File: src/rtl/pcc_pkg.sv
// Shared types and character codes for the pattern capture checker.
// Assumes octets arrive already decoded, with a separate control flag.
package pcc_pkg;
    typedef enum logic [1:0] {
        MODE_CHECKER     = 2'b00,
        MODE_USER_LOOP   = 2'b01,
        MODE_USER_ONCE   = 2'b10,
        MODE_CHECKER_ALT = 2'b11
    } pcc_mode_e;

    typedef enum logic [1:0] {
        ST_HUNT = 2'b00,
        ST_DATA = 2'b01,
        ST_HALT = 2'b10
    } pcc_state_e;

    localparam logic [7:0] CH_ALIGN     = 8'h7C;
    localparam logic [7:0] CH_LANE_SYNC = 8'hBC;
endpackage

File: src/rtl/pcc_align_det.sv
// Alignment tracker: counts alignment control characters and switches to the
// data phase after ALIGN_MF of them. A lane-sync character before arming
// restarts the count. Any non-alignment control character in the data phase
// halts the tracker for good and raises link_err.
// Assumes the octet stream is not scrambled.
module pcc_align_det
    import pcc_pkg::*;
#(
    parameter int ALIGN_MF = 4,
    parameter int OCT_W    = 8
) (
    input  logic             clk,
    input  logic             rst_n,
    input  logic             oct_v,
    input  logic [OCT_W-1:0] oct,
    input  logic             is_ctrl,
    output logic             armed,
    output logic             link_err,
    output logic             data_v
);
    localparam int CNT_W = $clog2(ALIGN_MF + 1);
    localparam logic [CNT_W-1:0] LAST_A = CNT_W'(ALIGN_MF - 1);

    pcc_state_e       state;
    logic [CNT_W-1:0] a_cnt;
    logic             is_align;
    logic             is_sync;

    // Classify the current octet as one of the two characters of interest.
    always_comb begin
        is_align = oct_v && is_ctrl && (oct == OCT_W'(CH_ALIGN));
        is_sync  = oct_v && is_ctrl && (oct == OCT_W'(CH_LANE_SYNC));
    end

    // Phase state machine with alignment character counter.
    always_ff @(posedge clk) begin
        if (!rst_n) begin
            state    <= ST_HUNT;
            a_cnt    <= '0;
            link_err <= 1'b0;
        end else begin
            case (state)
                ST_HUNT: begin
                    if (is_align) begin
                        if (a_cnt == LAST_A) begin
                            state <= ST_DATA;
                            a_cnt <= '0;
                        end else begin
                            a_cnt <= a_cnt + 1'b1;
                        end
                    end else if (is_sync) begin
                        a_cnt <= '0;
                    end
                end
                ST_DATA: begin
                    if (oct_v && is_ctrl && !is_align) begin
                        state    <= ST_HALT;
                        link_err <= 1'b1;
                    end
                end
                default: state <= ST_HALT;
            endcase
        end
    end

    // Data octets go to the assembler only in the data phase.
    assign armed  = (state == ST_DATA);
    assign data_v = armed && oct_v && !is_ctrl;
endmodule

File: src/rtl/pcc_sample_asm.sv
// Sample assembler: shifts data octets in most-significant first and emits
// one registered sample every SAMP_W/OCT_W octets. The clear input drops a
// partly built sample. Assumes SAMP_W is a multiple of OCT_W and at least 2x.
module pcc_sample_asm #(
    parameter int OCT_W  = 8,
    parameter int SAMP_W = 16
) (
    input  logic              clk,
    input  logic              rst_n,
    input  logic              clear,
    input  logic              data_v,
    input  logic [OCT_W-1:0]  oct,
    output logic              samp_v,
    output logic [SAMP_W-1:0] samp
);
    localparam int OPS  = SAMP_W / OCT_W;
    localparam int PH_W = (OPS > 2) ? $clog2(OPS) : 1;
    localparam logic [PH_W-1:0] PH_LAST = PH_W'(OPS - 1);

    logic [SAMP_W-1:0] acc;
    logic [SAMP_W-1:0] shifted;
    logic [PH_W-1:0]   phase;

    // Next accumulator value with the new octet in the low bits.
    assign shifted = {acc[SAMP_W-OCT_W-1:0], oct};

    // Octet phase tracking and sample output register.
    always_ff @(posedge clk) begin
        if (!rst_n) begin
            acc    <= '0;
            phase  <= '0;
            samp   <= '0;
            samp_v <= 1'b0;
        end else begin
            samp_v <= 1'b0;
            if (clear) begin
                phase <= '0;
            end else if (data_v) begin
                acc <= shifted;
                if (phase == PH_LAST) begin
                    phase  <= '0;
                    samp   <= shifted;
                    samp_v <= 1'b1;
                end else begin
                    phase <= phase + 1'b1;
                end
            end
        end
    end
endmodule

File: src/rtl/pcc_expect_gen.sv
// Expected-word generator: maps a sample index and test mode to the word the
// transmitter should send. Purely combinational. Assumes NUP is a power of 2.
module pcc_expect_gen
    import pcc_pkg::*;
#(
    parameter int SAMP_W = 16,
    parameter int NUP    = 4,
    parameter int IDX_W  = 16
) (
    input  pcc_mode_e             mode,
    input  logic [IDX_W-1:0]      idx,
    input  logic [NUP*SAMP_W-1:0] user_words,
    output logic [SAMP_W-1:0]     exp_word
);
    localparam int SEL_W = (NUP > 1) ? $clog2(NUP) : 1;
    localparam logic [SAMP_W-1:0] CHK_EVEN = {(SAMP_W/2){2'b01}};
    localparam logic [SAMP_W-1:0] CHK_ODD  = {(SAMP_W/2){2'b10}};

    logic [SAMP_W-1:0] up_arr [NUP];
    logic [SAMP_W-1:0] up_sel;

    // Unpack the flat user word bus.
    for (genvar k = 0; k < NUP; k++) begin : g_unpack
        assign up_arr[k] = user_words[k*SAMP_W +: SAMP_W];
    end

    assign up_sel = up_arr[idx[SEL_W-1:0]];

    // Select the expected word for the active mode.
    always_comb begin
        case (mode)
            MODE_USER_LOOP: exp_word = up_sel;
            MODE_USER_ONCE: exp_word = (idx < IDX_W'(NUP)) ? up_sel : '0;
            default:        exp_word = idx[0] ? CHK_ODD : CHK_EVEN;
        endcase
    end
endmodule

File: src/rtl/lane_pattern_capture.sv
// Top level of the post-alignment pattern capture checker for one lane.
// Arms after the alignment sequence, builds samples, compares them with the
// expected test pattern, keeps pass/fail/first-error state and the first
// NCAP samples. Assumes test_mode, user_words and pass_len are static
// while a test runs.
module lane_pattern_capture
    import pcc_pkg::*;
#(
    parameter int OCT_W    = 8,
    parameter int SAMP_W   = 16,
    parameter int ALIGN_MF = 4,
    parameter int NUP      = 4,
    parameter int NCAP     = 4,
    parameter int IDX_W    = 16
) (
    input  logic                   clk,
    input  logic                   rst_n,
    input  logic                   rx_valid,
    input  logic [OCT_W-1:0]       rx_octet,
    input  logic                   rx_is_ctrl,
    input  logic [1:0]             test_mode,
    input  logic [NUP*SAMP_W-1:0]  user_words,
    input  logic [IDX_W-1:0]       pass_len,
    output logic                   armed,
    output logic                   link_err,
    output logic                   pass,
    output logic                   fail,
    output logic [IDX_W-1:0]       first_err_idx,
    output logic [NCAP*SAMP_W-1:0] cap_words,
    output logic [NCAP-1:0]        cap_valid
);
    logic              data_v;
    logic              samp_v;
    logic [SAMP_W-1:0] samp;
    logic [SAMP_W-1:0] exp_word;
    logic [IDX_W-1:0]  samp_idx;
    logic [IDX_W:0]    run_len;
    logic              hit;

    pcc_align_det #(
        .ALIGN_MF (ALIGN_MF),
        .OCT_W    (OCT_W)
    ) u_align (
        .clk      (clk),
        .rst_n    (rst_n),
        .oct_v    (rx_valid),
        .oct      (rx_octet),
        .is_ctrl  (rx_is_ctrl),
        .armed    (armed),
        .link_err (link_err),
        .data_v   (data_v)
    );

    pcc_sample_asm #(
        .OCT_W  (OCT_W),
        .SAMP_W (SAMP_W)
    ) u_asm (
        .clk    (clk),
        .rst_n  (rst_n),
        .clear  (!armed),
        .data_v (data_v),
        .oct    (rx_octet),
        .samp_v (samp_v),
        .samp   (samp)
    );

    pcc_expect_gen #(
        .SAMP_W (SAMP_W),
        .NUP    (NUP),
        .IDX_W  (IDX_W)
    ) u_exp (
        .mode       (pcc_mode_e'(test_mode)),
        .idx        (samp_idx),
        .user_words (user_words),
        .exp_word   (exp_word)
    );

    // Match flag and run length including the current sample.
    assign hit     = (samp == exp_word);
    assign run_len = {1'b0, samp_idx} + 1'b1;

    // Sample index, sticky fail, first error index and pass tracking.
    always_ff @(posedge clk) begin
        if (!rst_n) begin
            samp_idx      <= '0;
            pass          <= 1'b0;
            fail          <= 1'b0;
            first_err_idx <= '0;
        end else if (samp_v) begin
            if (samp_idx != '1) begin
                samp_idx <= samp_idx + 1'b1;
            end
            if (hit) begin
                if (!fail && (run_len == {1'b0, pass_len})) begin
                    pass <= 1'b1;
                end
            end else if (!fail) begin
                fail          <= 1'b1;
                pass          <= 1'b0;
                first_err_idx <= samp_idx;
            end
        end
    end

    // One capture slot per leading sample index.
    for (genvar g = 0; g < NCAP; g++) begin : g_cap
        logic [SAMP_W-1:0] cap_r;
        logic              cap_v;

        // Latch sample g once, whatever the compare result.
        always_ff @(posedge clk) begin
            if (!rst_n) begin
                cap_r <= '0;
                cap_v <= 1'b0;
            end else if (samp_v && !cap_v && (samp_idx == IDX_W'(g))) begin
                cap_r <= samp;
                cap_v <= 1'b1;
            end
        end

        assign cap_words[g*SAMP_W +: SAMP_W] = cap_r;
        assign cap_valid[g]                  = cap_v;
    end
endmodule

File: config.mk
export PLATFORM = sky130hd
export DESIGN_NAME = lane_pattern_capture
export DESIGN_NICKNAME = d
export VERILOG_FILES = /design/src/rtl/pcc_pkg.sv /design/src/rtl/pcc_align_det.sv /design/src/rtl/pcc_sample_asm.sv /design/src/rtl/pcc_expect_gen.sv /design/src/rtl/lane_pattern_capture.sv
export SDC_FILE = /design/constraint.sdc
export NUM_CORES = 1
export LEC_CHECK = 0
export BUFFER_PORTS_ARGS = -buffer_cell sky130_fd_sc_hd__buf_4
export CAP_MARGIN = 20
export CORE_UTILIZATION = 35
export DETAILED_ROUTE_END_ITERATION = 10
export GPL_TIMING_DRIVEN = 0
export HOLD_SLACK_MARGIN = 0.03
export PLACE_DENSITY = 0.66
export SYNTH_ARGS = -nofsm -noshare
export SYNTH_HDL_FRONTEND = slang
export SYNTH_SLANG_ARGS = --single-unit
export TNS_END_PERCENT = 10
File: constraint.sdc
create_clock -name clk -period 4.9 [get_ports clk]
set_clock_uncertainty 0.15 [all_clocks]
set_input_delay 0.49 -clock clk [delete_from_list [all_inputs] [get_ports clk]]
set_output_delay 0.49 -clock clk [all_outputs]
set_load 0.01 [all_outputs]
==> run_results.csv <==
group,metric,value,unit
run_status,status,"finished, final reports clean",
cts,cts_max_level,4,
timing,tightestPinTransition,0.761,ns
cts,postCtsSetupRepairBufs,0,
cells_and_area,diodes,0,
cts,cts_buffers,17,
routing,dr.pass1.iters,5,
routing,wire_per_inst,17.4,um
floorplan,start_util,0.361,
setup_path,cp-startpoint,"samp_idx[1]",
grt,grt_pass1_wl,37.6,mm
synthesis,synth_compound_area_frac,0.181,
routing,routed_wl,24.5,mm
cts,ctsHoldBuffers,0,
placed_design,gp_congestion,0.901,
grt,grtUsageMet2,0.368,
routing,drc,0,
floorplan,core.rowCount,52,
synthesis,synthAdderAreaFrac,0.0119,
synthesis,synth-seq-cells,134,
cts,clockRootBuffer,"clkbuf_16",
synthesis,synth.distinct_cells,76,
flow_run,max-cap-violations,0,
timing,fmax,0.272,GHz
grt,track_usage,0.223,
synthesis,synthMuxAreaShare,0.0451,
synthesis,synth.area.top_cells,"dfxtp_1, nand2_1, a21boi_0",
routing,first_iter_violations,596,
timing,setup_viol,0,
synthesis,yosys-top-cells-count,"nand2_1, dfxtp_1, a21boi_0",
power,cellLeakagePower,3.59,nW
synthesis,yosysMostFrequentCell,"nand2_1",
routing,drtAntennaViolNets,0,
floorplan,die_x,147,um
synthesis,avgSynthCellArea,7.95,um^2
placed_design,dp_cells,1378,
grt,use_met1,0.291,
synthesis,syn_inst,928,
grt,grt_busiest_layer,"met2",
grt,antenna_found_initial,0,
min_path,hp-class,"primary input to register",
min_path,hp-start,"rx_octet[1]",
synthesis,synthSimpleGateAreaFrac,0.293,
synthesis,syn_nets,1029,
setup_path,cp_data_arrival_time,3.84,ns
floorplan,pin_count,182,
cells_and_area,drive_above_1_share,0.222,
setup_path,critPathKind,"register to register",
synthesis,async_reset_ff_frac,0,
setup_path,required,5.06,ns
timing,finalHoldViolations,0,
synthesis,synth_top_family_by_area,"simple AND/OR/NAND/NOR gates",
synthesis,synth_top_area_cell,"dfxtp_1",
floorplan,core,20400,um^2
cells_and_area,fin_area,9690,um^2
cells_and_area,fin_cells,1410,
grt,grt_max_degree,17,
synthesis,synth-main-ff-cell,"dfxtp_1",
cts,clock_sinks,134,
setup_path,worstPathMaxFanout,10,
synthesis,synth_top_area_frac,0.364,
cells_and_area,nFillCells,2066,
setup_path,crit_path_end_kind,"register",
routing,vias,7552,
cts,cts_buffer_depth,2,
cts,cts_resized,0,
cells_and_area,final_nets,1228,
timing,fin_crit_sh,0.751,
setup_path,crit_path_start_kind,"register",
grt,use_met3,0.0373,
grt,grt_pass1_vias,7085,
grt,grt-ovfl-total,0,
setup_path,reg2reg_from,"samp_idx[1]",
timing,fin_tns_setup,0,ns
synthesis,yosysSeqAreaShare,0.364,
timing,timing.slew.headroom,0.490,
synthesis,synth_edf_count,0,
cts,cts.clk_slew.worst_paths,0.06,ns
timing,min_period,3.68,ns
floorplan,fp.dieH,147,um
placed_design,dpl.hpwl,18.1,mm
floorplan,dieArea,21700,um^2
cts,clock_latency,0.42,ns
cells_and_area,area_delta_synth_final,31.4,%
placed_design,io_buffers,180,
routing,viasPerCell,5.36,
power,power,0.00266,W
power,peakVddDrop,0.295,mV
placed_design,placed_area,9060,um^2
power,power.density,274,nW/um^2
synthesis,synth_area,7380,um^2
synthesis,yosys.area_share.xor_xnor,0.0427,
timing,slew_viol_final,0,
synthesis,yosysWarnings,0,
timing,grt_setup_unrepaired,"no",
cts,cts_tree,"yes",
layout make-up:
type                    count  area (um^2)  share of cell area
plain buffers              94          413              0.0426
clock buffers              18          439              0.0453
clock inverters            14          186              0.0192
inverters                  13         48.8             0.00504
multi-input cells         687         4230               0.437
flip-flops and latches    134         2680               0.277
well taps                 270          338              0.0349
repair buffers            180         1350               0.139
final timing paths:
path / to / slack [ns] / cells after the start
hold / removal: u_asm.samp[1] / 0.19 / 3
setup / recovery: samp_idx[8] / 1.22 / 10
hold reg to reg: g_cap[0].cap_r[10] / 0.31 / 2
setup reg to reg: samp_idx[8] / 1.22 / 10
worst max-delay path, stage by stage (launching register included):
cell and delay (ns):
dfxtp_1 0.51, ha_1 0.22, clkbuf_1 0.32, nand3_1 0.34, nor4_1 0.61, nand3_1 0.36, o21ai_1 0.28, clkbuf_1 0.38
nor4_1 0.11, xnor2_1 0.14, and2_1 0.15
registers in the layout, indices dropped and copies added, names as in the netlist:
signal            cells
first_err_idx        16
samp_idx             16
g_cap.cap_r          64
fail                  1
u_asm.samp_v          1
u_asm.phase           1
u_asm.acc             8
u_align.link_err      1
pass                  1
u_asm.samp           16
u_align.state         2
g_cap.cap_v           4
u_align.a_cnt         3
per-stage QoR:
| step | setup slack [ns] | hold slack [ns] | utilization |
|---|---|---|---|
| CTS | 1.26 | 0.179 | 0.474 |
| global route | 0.972 | 0.189 | 0.474 |
| floorplan | 1.74 | 0.282 | - |
| global placement | 0.946 | 0.291 | 0.444 |
| finish | 1.22 | 0.186 | 0.474 |
| detailed placement | 0.961 | 0.297 | 0.444 |
cell usage in the layout, fill, tap and decap left out, drive strengths merged, types with 14 or more instances in the layout:
cell      n
buf     202
clkbuf   90
xnor2    22
a21boi   81
nand4b   16
nand4    58
nor3     16
a21oi    35
o21ai    18
xor2     14
nand2   212
nor2     23
dfxtp   134
nand3    26
inv      19
nor2b    14
cells by family (layout without fill, tap and decap cells):
| family | Yosys count | count (layout) |
|---|---|---|
| compound gates | 188 | 188 |
| xor+xnor | 36 | 36 |
| fa+ha+maj | 7 | 7 |
| buf+inv | 107 | 319 |
| flops | 134 | 134 |
| mux | 27 | 27 |
| simple gates | 429 | 429 |
power by group:
part | internal, W | switching [W] | leakage (nW)
Combinational | 0.000101 | 0.000112 | 2.21
Sequential | 0.00109 | 0.00000000850 | 1.08
Clock | 0.000829 | 0.000527 | 0.301
Total | 0.00202 | 0.000638 | 3.59
per-layer routing:
| metal | vias up | share of wire |
|---|---|---|
| li1 | 3670 | - |
| met1 | 3550 | 0.44 |
| met2 | 293 | 0.47 |
| met3 | 39 | 0.063 |
| met4 | 0 | 0.025 |
| met5 | - | 0 |
Power figures use the tool's default switching activity.
